<file path="config.mk">
export PLATFORM = sky130hd
export DESIGN_NAME = pe_engine
export DESIGN_NICKNAME = d
export VERILOG_FILES = /design/src/rtl/pe_pkg.sv /design/src/rtl/pe_rst_sync.sv /design/src/rtl/pe_bus_latch.sv /design/src/rtl/pe_array.sv /design/src/rtl/pe_seq.sv /design/src/rtl/pe_engine.sv
export SDC_FILE = /design/constraint.sdc
export NUM_CORES = 1
export LEC_CHECK = 0
export ABC_AREA = 0
export BUFFER_PORTS_ARGS = -buffer_cell sky130_fd_sc_hd__buf_4
export CORE_MARGIN = 4
export CORE_UTILIZATION = 35
export CTS_CLUSTER_SIZE = 12
export DETAILED_ROUTE_END_ITERATION = 10
export MAX_ROUTING_LAYER = met4
export PLACE_DENSITY = 0.55
export SLEW_MARGIN = 15
export SYNTH_ARGS = -nofsm -noshare
export SYNTH_HDL_FRONTEND = slang
export SYNTH_SLANG_ARGS = --single-unit
</file>
<file path="constraint.sdc">
create_clock -name clk -period 3.1 [get_ports clk]
set_clock_uncertainty 0.05 [all_clocks]
set_input_delay 0.62 -clock clk [delete_from_list [all_inputs] [get_ports clk]]
set_output_delay 0.62 -clock clk [all_outputs]
set_load 0.01 [all_outputs]
</file>
<file path="src/rtl/pe_pkg.sv">
package pe_pkg;
  typedef enum logic [2:0] {
    ST_IDLE,
    ST_ARMED,
    ST_PROG,
    ST_HUNG,
    ST_EWAIT,
    ST_ESWEEP
  } pe_state_e;

  localparam int POLL_BIT = 7;
endpackage

</file>
<file path="src/rtl/pe_rst_sync.sv">
module pe_rst_sync (
  input  logic clk,
  input  logic rst_n,
  output logic srst_n
);
  logic s1_q, s2_q;
  logic s1_d, s2_d;

  always_comb begin
    s1_d = 1'b1;
    s2_d = s1_q;
  end

  always_ff @(posedge clk or negedge rst_n) begin
    if (!rst_n) begin
      s1_q <= 1'b0;
      s2_q <= 1'b0;
    end else begin
      s1_q <= s1_d;
      s2_q <= s2_d;
    end
  end

  assign srst_n = s2_q;
endmodule

</file>
<file path="src/rtl/pe_bus_latch.sv">
module pe_bus_latch #(
  parameter int AW = 4,
  parameter int DW = 16
) (
  input  logic          clk,
  input  logic          rst_n,
  input  logic          en,
  input  logic          ce_n,
  input  logic          we_n,
  input  logic [AW-1:0] addr,
  input  logic [DW-1:0] din,
  output logic [AW-1:0] lat_addr,
  output logic [DW-1:0] lat_data,
  output logic          wr_end
);
  logic          act, act_q;
  logic          wr_start;
  logic [AW-1:0] addr_q, addr_d;
  logic [DW-1:0] data_q, data_d;

  // a write cycle spans both strobes low: opens on the later fall, closes on the earlier rise
  assign act      = ~ce_n & ~we_n;
  assign wr_start = act & ~act_q;
  assign wr_end   = ~act & act_q;

  always_comb begin
    addr_d = addr_q;
    data_d = data_q;
    if (en && wr_start) addr_d = addr;
    if (en && wr_end)   data_d = din;
  end

  always_ff @(posedge clk or negedge rst_n) begin
    if (!rst_n) begin
      act_q  <= 1'b0;
      addr_q <= '0;
      data_q <= '0;
    end else begin
      act_q  <= act;
      addr_q <= addr_d;
      data_q <= data_d;
    end
  end

  assign lat_addr = addr_q;
  assign lat_data = data_q;
endmodule

</file>
<file path="src/rtl/pe_array.sv">
module pe_array #(
  parameter int DW    = 16,
  parameter int DEPTH = 16,
  localparam int AW   = $clog2(DEPTH)
) (
  input  logic          clk,
  input  logic          we,
  input  logic [AW-1:0] addr,
  input  logic [DW-1:0] wdata,
  output logic [DW-1:0] rdata
);
  logic [DW-1:0] mem [DEPTH];

  always_ff @(posedge clk) begin
    if (we) mem[addr] <= wdata;
  end

  assign rdata = mem[addr];
endmodule

</file>
<file path="src/rtl/pe_seq.sv">
module pe_seq
  import pe_pkg::*;
#(
  parameter int DW        = 16,
  parameter int DEPTH     = 16,
  parameter int PROG_CYC  = 8,
  parameter int ERASE_CYC = 3,
  localparam int AW       = $clog2(DEPTH)
) (
  input  logic          clk,
  input  logic          rst_n,
  input  logic          req_prog,
  input  logic          req_erase,
  input  logic          wr_end,
  input  logic [DW-1:0] lat_data,
  input  logic [DW-1:0] arr_rdata,
  output pe_state_e     state,
  output logic          busy,
  output logic          arr_we,
  output logic [DW-1:0] arr_wdata,
  output logic [AW-1:0] sweep_idx
);
  localparam int TMAX = (PROG_CYC > ERASE_CYC) ? PROG_CYC : ERASE_CYC;
  localparam int TW   = (TMAX < 2) ? 1 : $clog2(TMAX);

  pe_state_e     st_q, st_d;
  logic [TW-1:0] tmr_q, tmr_d;
  logic [AW-1:0] idx_q, idx_d;
  logic [DW-1:0] merged;

  assign merged = arr_rdata & lat_data;

  always_comb begin
    st_d      = st_q;
    tmr_d     = tmr_q;
    idx_d     = idx_q;
    arr_we    = 1'b0;
    arr_wdata = '1;
    case (st_q)
      ST_IDLE: begin
        if (req_erase) begin
          st_d  = ST_EWAIT;
          tmr_d = TW'(ERASE_CYC - 1);
        end else if (req_prog) begin
          st_d = ST_ARMED;
        end
      end
      ST_ARMED: begin
        if (req_erase) begin
          st_d  = ST_EWAIT;
          tmr_d = TW'(ERASE_CYC - 1);
        end else if (wr_end) begin
          st_d  = ST_PROG;
          tmr_d = TW'(PROG_CYC - 1);
        end
      end
      ST_PROG: begin
        if (tmr_q == '0) begin
          arr_we    = 1'b1;
          arr_wdata = merged;
          // a requested 0->1 change can never verify: stay busy
          st_d      = (merged == lat_data) ? ST_IDLE : ST_HUNG;
        end else begin
          tmr_d = tmr_q - 1'b1;
        end
      end
      ST_HUNG: st_d = ST_HUNG;
      ST_EWAIT: begin
        if (tmr_q == '0) begin
          st_d  = ST_ESWEEP;
          idx_d = '0;
        end else begin
          tmr_d = tmr_q - 1'b1;
        end
      end
      ST_ESWEEP: begin
        arr_we = 1'b1;
        if (idx_q == AW'(DEPTH - 1)) st_d = ST_IDLE;
        else                         idx_d = idx_q + 1'b1;
      end
      default: st_d = ST_IDLE;
    endcase
  end

  always_ff @(posedge clk or negedge rst_n) begin
    if (!rst_n) begin
      st_q  <= ST_IDLE;
      tmr_q <= '0;
      idx_q <= '0;
    end else begin
      st_q  <= st_d;
      tmr_q <= tmr_d;
      idx_q <= idx_d;
    end
  end

  assign state     = st_q;
  assign busy      = (st_q == ST_PROG) || (st_q == ST_HUNG) ||
                     (st_q == ST_EWAIT) || (st_q == ST_ESWEEP);
  assign sweep_idx = idx_q;
endmodule

</file>
<file path="src/rtl/pe_engine.sv">
module pe_engine
  import pe_pkg::*;
#(
  parameter int DW        = 16,
  parameter int DEPTH     = 16,
  parameter int PROG_CYC  = 8,
  parameter int ERASE_CYC = 3,
  localparam int AW       = $clog2(DEPTH)
) (
  input  logic          clk,
  input  logic          rst_n,
  input  logic          ce_n,
  input  logic          we_n,
  input  logic          oe_n,
  input  logic [AW-1:0] addr,
  input  logic [DW-1:0] din,
  output logic [DW-1:0] dout,
  input  logic          req_prog,
  input  logic          req_erase,
  output logic          busy
);
  logic          srst_n;
  logic [AW-1:0] lat_addr;
  logic [DW-1:0] lat_data;
  logic          wr_end;
  pe_state_e     state;
  logic          arr_we;
  logic [DW-1:0] arr_wdata, arr_rdata;
  logic [AW-1:0] sweep_idx, arr_addr;
  logic [DW-1:0] poll_word;
  logic          rd_en;

  pe_rst_sync u_rst (
    .clk   (clk),
    .rst_n (rst_n),
    .srst_n(srst_n)
  );

  pe_bus_latch #(.AW(AW), .DW(DW)) u_latch (
    .clk     (clk),
    .rst_n   (srst_n),
    .en      (~busy),
    .ce_n    (ce_n),
    .we_n    (we_n),
    .addr    (addr),
    .din     (din),
    .lat_addr(lat_addr),
    .lat_data(lat_data),
    .wr_end  (wr_end)
  );

  pe_seq #(
    .DW(DW), .DEPTH(DEPTH), .PROG_CYC(PROG_CYC), .ERASE_CYC(ERASE_CYC)
  ) u_seq (
    .clk      (clk),
    .rst_n    (srst_n),
    .req_prog (req_prog),
    .req_erase(req_erase),
    .wr_end   (wr_end),
    .lat_data (lat_data),
    .arr_rdata(arr_rdata),
    .state    (state),
    .busy     (busy),
    .arr_we   (arr_we),
    .arr_wdata(arr_wdata),
    .sweep_idx(sweep_idx)
  );

  always_comb begin
    case (state)
      ST_PROG, ST_HUNG: arr_addr = lat_addr;
      ST_ESWEEP:        arr_addr = sweep_idx;
      default:          arr_addr = addr;
    endcase
  end

  pe_array #(.DW(DW), .DEPTH(DEPTH)) u_array (
    .clk  (clk),
    .we   (arr_we),
    .addr (arr_addr),
    .wdata(arr_wdata),
    .rdata(arr_rdata)
  );

  always_comb begin
    poll_word = '0;
    if (state == ST_PROG || state == ST_HUNG) poll_word[POLL_BIT] = ~lat_data[POLL_BIT];
  end

  assign rd_en = ~ce_n & ~oe_n;
  assign dout  = !rd_en ? '0 : (busy ? poll_word : arr_rdata);
endmodule

</file>
### Word-level counts from Yosys, hierarchy flattened

Memories as Yosys holds them, arrays and structs flattened.
Index checks and enable logic that the tools add are counted.

* add/subtract/negate cells: 2
* multiplexer cells: 27
* bitwise gates (word level): 12
* reduce and logical (&&, ||, !) cells: 14
* equal/unequal tests: 15

Operator list (number)
* 2-to-1 mux 16 bit: 4
* 2-to-1 mux 3 bit: 11
* one-hot mux 3 bit (6 select lines): 1
* bitwise AND 16 bit: 1
* == test 16 bit: 1
* one-hot mux 4 bit (2 select lines): 2
* one-hot mux 3 bit (3 select lines): 1
* 2-to-1 mux 4 bit: 2
* NOT 1 bit: 7
* == test 3 x 2 -> 1 bit (second input constant): 2
* == test 3 bit (second input constant): 2
* logical NOT 3 bit: 2
* != test 2 x 1 -> 1 bit (second input constant): 3
* != test 2 bit (second input constant): 3
* != test 3 bit (second input constant): 2
* AND reduction 5 bit: 1
* adder 4 x 1 -> 4 bit (second input constant): 1
* bitwise AND 1 bit: 4
* == test 4 bit (second input constant): 1
* 2-to-1 mux 1 bit: 4
* AND reduction 4 bit: 1
* OR reduction 2 bit: 2
* == test 3 x 1 -> 1 bit (second input constant): 1
* logical OR 1 bit: 3
* 7 further kinds: 8

* bits in registers: 33
* logic and storage cells: 79
* input port bits: 27
* memories kept: 1
* memory bits (writable): 256
* output and inout port bits: 17

Memories
* u_array.mem: words 16, bits a word 16, rd ports 1, clocked after memory_dff 0, write ports 1, RTL line pe_array.sv:12 `logic [DW-1:0] mem [DEPTH];`

### Logic depth before layout (Yosys ltp)

Gate-level depths: netlist of run 1.
An unclocked memory read counts as a cell.

* depth in word-level cells: 9
* depth in mapped cells: 15
* mapped depth without buffers: 10

### Cells and area by module

Synthesis of run 1 repeated with hierarchy kept, for this count alone.

* cell total of the unflattened synthesis: 616
* area, all modules: 11835.1 um2

Modules (own cells, without submodules)
* pe_array: area an instance 9703.1 um2, cells an instance 418, instances 1
* pe_seq: area an instance 935.9 um2, cells an instance 110, instances 1
* pe_bus_latch: area an instance 858.3 um2, cells an instance 46, instances 1
* pe_engine: area an instance 284.0 um2, cells an instance 39, instances 1
* pe_rst_sync: area an instance 53.8 um2, cells an instance 3, instances 1

### Worst setup path after synthesis of run 1

Ideal clock, no wire load.

* kind: register to output
* from: reg u_seq.st_q[1], in the netlist u_seq.state[1]
* to: out dout[6]
* stages on the path, launching flop included: 13
* setup slack: -102 ps
* data required time: 2430 ps
* data arrival time: 2532 ps
* cell sequence: dfrtp_1 > buf_6 > or3b_4 > o211ai_2 > buf_6 > nand2_2 > buf_4 > buf_2 > mux2i_1 > a211o_1 > nor2b_1 > a221oi_1 > and2_1

* longest elaborated chain between the ends: 6
* elaborated cells on any way between the ends: 12
* classes of those cells: eq/ne: 4; mux: 3; reduce/logical: 4; memory: 1

Ends and longest elaborated chain
* start, declared: RTL line pe_seq.sv:26 `pe_state_e st_q, st_d;`
* start signal, assigned: RTL line pe_seq.sv:91 `st_q <= st_d;`
* == test 3 x 2 -> 1 bit: RTL line pe_seq.sv:98, pe_engine.sv:70
* OR reduction 2 bit or logical OR 1 bit (tied branches): RTL line pe_engine.sv:70, pe_seq.sv:98
* one-hot mux 4 bit (2 select lines) or logical OR 1 bit (tied branches): RTL line pe_engine.sv:70, pe_seq.sv:98
* memory (16 x 16 bit) or logical OR 1 bit (tied branches)
* 2-to-1 mux 16 bit (*) (2 in series): RTL line pe_engine.sv:91 `assign dout = !rd_en ? '0 : (busy ? poll_word : arr_rdata);`
* end, declared: RTL line pe_engine.sv:17 `output logic [DW-1:0] dout,`

Mark *: on every way between the ends. The rest lies on a longest branch, timed or not.

### Worst setup path after layout of run 1

Ends and elaborated chain as after synthesis.

==> impl_metrics.json, run 1 <==
{
  "io_buffer_count": 43,
  "period_needed_ps": 4000,
  "detail_route.wirelength_um": 42500,
  "timing.slew.headroom_pct": 38.6,
  "wl_per_cell_um": 24.6,
  "synth_cell_type_count": 62,
  "count_of_yosys_warnings_during_synthesis": 0,
  "synth.area.top_cells": "sky130_fd_sc_hd__edfxtp_1, sky130_fd_sc_hd__dfrtp_1, sky130_fd_sc_hd__nand2_1, sky130_fd_sc_hd__mux2i_1, sky130_fd_sc_hd__and3_1",
  "critical_path_required_ps": 2430,
  "via_count": 9777,
  "fin_hold_ws_ps": 149,
  "critPathSlowestCell": "sky130_fd_sc_hd__dfrtp_2",
  "critical_path.max_fanout": 7,
  "max_freq_mhz": 250,
  "detailedRoute.firstPassIterationCount": 5,
  "io-pin-count": 44,
  "most_common_cell_in_the_netlist": "sky130_fd_sc_hd__edfxtp_1",
  "worst_tran_pin_value_ps": 922,
  "fp.dieArea_sq_um": 38800,
  "hold_violations": 0,
  "holdCritPathClass": "input port to flip-flop",
  "place.gp.congestion": 0.903,
  "final_layout_size_suffix_gt1_share_pct": 43.3,
  "cp-start-kind": "flip-flop",
  "drtAntennaViolNets": 0,
  "fp.dieH_um": 197,
  "leakagePower_uw": 0.00663,
  "finalPower_uw": 19900,
  "critPathKind": "flip-flop to output pin",
  "timing.critical_path.mode_cell": "sky130_fd_sc_hd__buf_12",
  "synth-seq-area-share_pct": 68.0,
  "detailed_place_hpwl_um": 26800,
  "count_of_state_elements_after_synthesis": 289,
  "synth_area_per_cell_sq_um": 13.2,
  "cts_root_buffer": "sky130_fd_sc_hd__clkbuf_16",
  "area_delta_synth_final_pct": 45.0,
  "initial_cell_density_of_the_core_pct": 35.9,
  "drt_iter0_drc": 1019,
  "synth_largest_type_area_fraction_pct": 61.4,
  "cts_max_path_buffers": 3,
  "outcome": "finished, violations left",
  "grt_pass1_wl_um": 61400,
  "grt_setup_unrepaired": "true",
  "overflow": 0,
  "cap_viol_max_count": 0,
  "timing.critical_path.buf_inv": 4,
  "synthDominantAreaCellType": "sky130_fd_sc_hd__edfxtp_1",
  "leading_post_synthesis_cells_by_instance_count": "sky130_fd_sc_hd__edfxtp_1, sky130_fd_sc_hd__nand2_1, sky130_fd_sc_hd__nor2_1",
  "critical_path_data_arrival_time_ps": 3330,
  "finish.instance_area_sq_um": 18100,
  "post-route-period-util_pct": 129,
  "detailedPlace.worstSlack_ps": -813,
  "slew_viol_final": 0,
  "synth_ff_type": "sky130_fd_sc_hd__edfxtp_1",
  "setup_slack_ps": -897,
  "violations": "setup timing",
  "powerDensity_nw_per_um2": 1100,
  "async_reset_ff_share_pct": 11.4,
  "critPathCaptureType": "output pin",
  "syn-cell-area_sq_um": 12500,
  "clk_pin_slew_worst_paths_ps": 60,
  "worst_path_largest_cell_delay_ps": 450,
  "vias_per_cell": 5.66,
  "grt_use_total_pct": 21.6,
  "floorplan_die_width_um": 197,
  "r2r_slack_ps": -590,
  "path_cells": "or3b_4, o211ai_4, buf_12, nand2_8, buf_8, buf_12, mux2i_1, a211o_1, nor2b_4, a221oi_2, and2_1, buf_6",
  "grt_pass1_vias": 9483,
  "postSynthNetCount": 981,
  "grt_start_max_net_pins": 32,
  "synth-edff-count": 256,
  "max-vdd-ir-drop_mv": 0.679,
  "drc_errors": 0,
  "netlist_instances": 951,
  "post_dp_cell_area_sq_um": 14800,
  "cts_tree": "yes",
  "antenna_cells": 0,
  "timing.final.setup_violations": 26,
  "design.final.nets": 1276,
  "placeableCoreArea_sq_um": 34900,
  "cts.sink_count": 289,
  "kind_of_cell_adding_the_most_delay_to_the_critical_path": "simple AND/OR/NAND/NOR gates",
  "placement_rows": 68,
  "cts_max_level": 1,
  "cts_buffers": 31,
  "clock_insertion_delay_worst_skew_ps": 580,
  "grt_antenna_before_repair": 0
}
==> worst paths after layout <==
kind	cells past startpoint	endpoint	from
max in group asynchronous	0	u_seq.state[1]	u_rst.srst_n
worst min register to register	0	u_rst.srst_n	u_rst.s1_q
worst max register to register	17	u_seq.state[0]	u_seq.state[1]
min in group asynchronous	2	u_rst.s1_q	rst_n
worst min-delay path	2	u_latch.act_q	we_n
worst max-delay path	12	dout[6]	u_seq.state[1]
==> sequential cells by signal, summed over array words and instances, names as in the netlist <==
register and flops:
u_rst.srst_n 1, u_array.mem 256, u_latch.act_q 1, u_seq.state 3, u_latch.lat_data 16, u_latch.lat_addr 4
u_seq.tmr_q 3, u_seq.sweep_idx 4, u_rst.s1_q 1
==> power breakdown <==
part	switching (uW)	internal (uW)
combinational	5750	5440
sequential	328	4820
clock	1520	2090
total	7600	12400
==> kinds of logic (layout without fill, tap and decap cells) <==
logic type / after synthesis / count (layout) / share of synthesized area (%)
simple gates: 333 / 335 / 12.2
flops: 289 / 289 / 68.0
compound gates: 192 / 192 / 11.2
buf+inv: 77 / 393 / 3.26
mux: 56 / 58 / 4.97
fa+ha+maj: 3 / 3 / 0.300
other cells: 1 / 1 / 0.0300
==> cell type report <==
type	instances	area (sq um)
Clock buffer	47	866
Clock inverter	11	120
Fill cell	2883	16700
Inverter	17	63.8
Multi-Input combinational cell	589	4730
Sequential cell	289	8520
Tap cell	455	569
Timing Repair Buffer	318	3270
==> through the flow <==
step | utilization (%) | TNS [ps] | instances
final | 52.0 | -13330 | 1726
after global routing | 52.0 | -20720 | 1726
after CTS | 49.7 | -13030 | 1698
after detailed placement | 42.4 | -42980 | 1573
after global placement | 42.4 | -38000 | 1573
after floorplan | - | -119 | 951
==> metal layers <==
metal / wire [um] / vias to the layer above / GRT usage (%) / share of wire (%)
li1: - / 4252 / - / -
met1: 18100 / 4946 / 29.9 / 43
met2: 19500 / 492 / 33.3 / 46
met3: 3570 / 87 / 3.51 / 8.4
met4: 1280 / 0 / 5.78 / 3.0
met5: 0 / - / - / 0
==> repair_timing <==
action                     4_1_cts  5_1_grt
pin swaps                       53       39
gates resized for setup        214      101
hold buffers                     1        0
cloned                           5        5
buffers inserted                62       32
setup endpoints to repair      241      130
hold endpoints to repair         2        0
==> placed cells by master (no fill, tap or decap), types with 6 or more instances in the layout <==
cell type,Yosys,routed
sky130_fd_sc_hd__buf_8,0,8
sky130_fd_sc_hd__nor3_2,0,7
sky130_fd_sc_hd__nand3_1,31,29
sky130_fd_sc_hd__mux2i_1,36,25
sky130_fd_sc_hd__a211oi_2,0,15
sky130_fd_sc_hd__nand2_1,154,144
sky130_fd_sc_hd__and2_4,0,6
sky130_fd_sc_hd__nor2_2,0,23
sky130_fd_sc_hd__nor3_1,15,7
sky130_fd_sc_hd__edfxtp_1,256,256
sky130_fd_sc_hd__a31oi_1,13,6
sky130_fd_sc_hd__a21oi_1,15,10
sky130_fd_sc_hd__mux2i_4,3,11
sky130_fd_sc_hd__buf_6,7,59
sky130_fd_sc_hd__and3_1,47,39
sky130_fd_sc_hd__dfrtp_1,33,31
sky130_fd_sc_hd__a32oi_1,10,7
sky130_fd_sc_hd__a211oi_1,33,13
sky130_fd_sc_hd__buf_12,0,41
sky130_fd_sc_hd__mux2_2,16,12
sky130_fd_sc_hd__buf_4,10,204
sky130_fd_sc_hd__o21ai_1,0,6
sky130_fd_sc_hd__o21ai_0,44,28
sky130_fd_sc_hd__a31o_2,8,8
sky130_fd_sc_hd__nor2_1,53,25
sky130_fd_sc_hd__clkbuf_16,0,35
sky130_fd_sc_hd__inv_1,17,17
sky130_fd_sc_hd__o21ai_2,0,7
sky130_fd_sc_hd__clkbuf_1,16,13
sky130_fd_sc_hd__and3_4,0,7
sky130_fd_sc_hd__a2111oi_4,0,8
sky130_fd_sc_hd__nand2_2,1,6
Note: power is estimated with default switching activity, not from simulation.
==> run 2, diff against run 1 <==
--- a/config.mk
+++ b/config.mk
@@ -6,13 +6,13 @@
 export NUM_CORES = 1
 export LEC_CHECK = 0
 export ABC_AREA = 0
-export BUFFER_PORTS_ARGS = -buffer_cell sky130_fd_sc_hd__buf_4
 export CORE_MARGIN = 4
 export CORE_UTILIZATION = 35
 export CTS_CLUSTER_SIZE = 12
 export DETAILED_ROUTE_END_ITERATION = 10
+export DONT_BUFFER_PORTS = 1
 export MAX_ROUTING_LAYER = met4
-export PLACE_DENSITY = 0.55
+export PLACE_DENSITY = 0.54
 export SLEW_MARGIN = 15
 export SYNTH_ARGS = -nofsm -noshare
 export SYNTH_HDL_FRONTEND = slang
==> run 2 against run 1 <==
  * The flow still finishes with violations (setup timing)
  * Core utilization fell by 2.8 points
  * Power fell by 3.9%
  * Critical path depth decreased by 1
  * Sequential power about the same
  * Register-to-register slack worse by 30 ps
  * Hold slack got worse by 79 ps
  * Count of clock-buffer cells in the layout grew 1
  * Cell area shrank 5.4%
  * Sequential share of layout area is 2.7 points higher
  * Cell count down 3.9%
  * Largest power group unchanged
==> impl_metrics.json, run 2 (synthesis gave the netlist of run 1 again) <==
{
  "outcome": "finished, violations left",
  "violations": "setup timing",
  "floorplan_die_width_um": 197,
  "detailed_place_hpwl_um": 26400,
  "worst-r2r-cell-count": 15,
  "final_cell_mix": "sky130_fd_sc_hd__edfxtp_1, sky130_fd_sc_hd__buf_4, sky130_fd_sc_hd__nand2_1, sky130_fd_sc_hd__and3_1, sky130_fd_sc_hd__clkbuf_16",
  "fin_setup_tns_ps": -12730,
  "post-route-period-util_pct": 125,
  "grt_pass1_wl_um": 61000,
  "layout.cells.most_common": "sky130_fd_sc_hd__edfxtp_1",
  "hold_start": "we_n",
  "timing.slew.headroom_pct": 34.0,
  "cts_max_level": 1,
  "worstHoldPathCells": 1,
  "critPathCaptureType": "output pin",
  "drt_iter0_drc": 1099,
  "detail_route.wirelength_um": 43000,
  "area_delta_synth_final_pct": 37.2,
  "worst_tran_pin_value_ps": 990,
  "holdCritPathClass": "input port to flip-flop",
  "initial_cell_density_of_the_core_pct": 35.9,
  "cts_tree": "yes",
  "grt_use_total_pct": 21.8,
  "detailedRoute.firstPassIterationCount": 7,
  "cp-start-kind": "flip-flop",
  "slew_viol_final": 0,
  "finish.instance_area_sq_um": 17200,
  "overflow": 0,
  "max-vdd-ir-drop_mv": 0.552,
  "io-pin-count": 44,
  "placeableCoreArea_sq_um": 34900,
  "cts_buffers": 31,
  "cts.sink_count": 289,
  "worst_r2r_endpoint": "u_seq.state[0]",
  "via_count": 9418,
  "drtAntennaViolNets": 0,
  "vias_per_cell": 5.68,
  "fp.dieArea_sq_um": 38800,
  "design.final.nets": 1208,
  "place.gp.congestion": 0.874,
  "fp.dieH_um": 197,
  "critical_path.max_fanout": 13,
  "finalPower_uw": 19200,
  "clk_pin_slew_worst_paths_ps": 70,
  "leakagePower_uw": 0.00624,
  "cts_max_path_buffers": 3,
  "setup_slack_ps": -785,
  "regToRegStartpoint": "u_seq.state[1]",
  "hold_violations": 0,
  "post_dp_cell_area_sq_um": 14300,
  "cts_root_buffer": "sky130_fd_sc_hd__clkbuf_16",
  "final_layout_size_suffix_gt1_share_pct": 39.2,
  "clock_insertion_delay_worst_skew_ps": 570,
  "grt_pass1_vias": 9129,
  "grt_start_max_net_pins": 32,
  "r2r_slack_ps": -620,
  "drc_errors": 0,
  "largest_register_ff_count": 256,
  "grt_antenna_before_repair": 2,
  "critical_path_data_arrival_time_ps": 3210,
  "wl_per_cell_um": 25.9,
  "io_buffer_count": 0,
  "min_to": "u_latch.act_q",
  "critPathKind": "flip-flop to output pin",
  "critical_path_required_ps": 2430,
  "max_freq_mhz": 257,
  "timing.final.setup_violations": 50,
  "period_needed_ps": 3880,
  "placement_rows": 68,
  "most_flops_register": "u_array.mem",
  "powerDensity_nw_per_um2": 1120,
  "timing.critical_path.from": "u_seq.state[1]",
  "cap_viol_max_count": 0,
  "grt_setup_unrepaired": "true"
}
## run 2: cell count changes in the layout (fill, tap and decap cells not counted), sizes merged, moves of 2 or more
cell    delta
buf       -65
clkinv     -3
diode      +2
nand2      -2
## run 2: worst max-delay path by stage
stage	endpoint	cells past startpoint
after floorplan	dout[6]	12
after CTS	dout[13]	10
final	dout[7]	11
after global placement	u_seq.state[0]	12
after detailed placement	u_seq.state[0]	12
after global routing	dout[15]	12
## run 2: routing by layer
metal | up-vias | global-route usage, % | share of wire [%]
met4 | 0 | 5.29 | 3.0
met2 | 486 | 33.6 | 46
met3 | 76 | 4.13 | 9.4
met1 | 4744 | 30.1 | 42
met5 | - | - | 0
li1 | 4112 | - | -
## run 2: final cells by class
type                       count  area, sq um
antenna                        2         5.00
clock buffer                  48          900
clock inverter                 9          105
fill                        3015        17700
inverter                      17         63.8
multi-input combinational    585         4340
sequential                   289         8520
tap                          455          569
timing repair buffer         254         2670
## run 2: worst max-delay path: stages, from the launching register on
cell,delay (ps)
sky130_fd_sc_hd__dfrtp_2,460
sky130_fd_sc_hd__or3b_4,440
sky130_fd_sc_hd__o211ai_4,190
sky130_fd_sc_hd__nand2_8,130
sky130_fd_sc_hd__buf_8,180
sky130_fd_sc_hd__a2111oi_4,350
sky130_fd_sc_hd__a211oi_2,80
sky130_fd_sc_hd__o2111a_2,320
sky130_fd_sc_hd__a21oi_2,160
sky130_fd_sc_hd__nor2_1,70
sky130_fd_sc_hd__a31oi_2,190
sky130_fd_sc_hd__nor3_2,80
## run 2: through the flow
step	instances	setup WS (ps)	utilization (%)	hold slack [ps]
floorplan	951	-80.6	-	274
global placement	1513	-602	41.1	275
detailed placement	1513	-659	41.1	275
CTS	1621	-759	47.3	35.0
global route	1659	-882	49.2	54.1
finish	1659	-785	49.2	69.3
## run 2: report_power, final
| group | leakage (uW) | internal, uW | switching (uW) |
|---|---|---|---|
| combinational | 0.00318 | 4940 | 5420 |
| clock | 0.000493 | 2150 | 1520 |
| sequential | 0.00257 | 4820 | 312 |
| total | 0.00624 | 11900 | 7250 |
## run 2: what timing repair did
item	in CTS	in global routing
endpoints found under the setup margin	189	129
hold buffers	1	0
gates resized for setup	139	81
pin swaps	42	43
hold endpoints to repair	2	0
gates cloned	9	3
buffers inserted	42	35
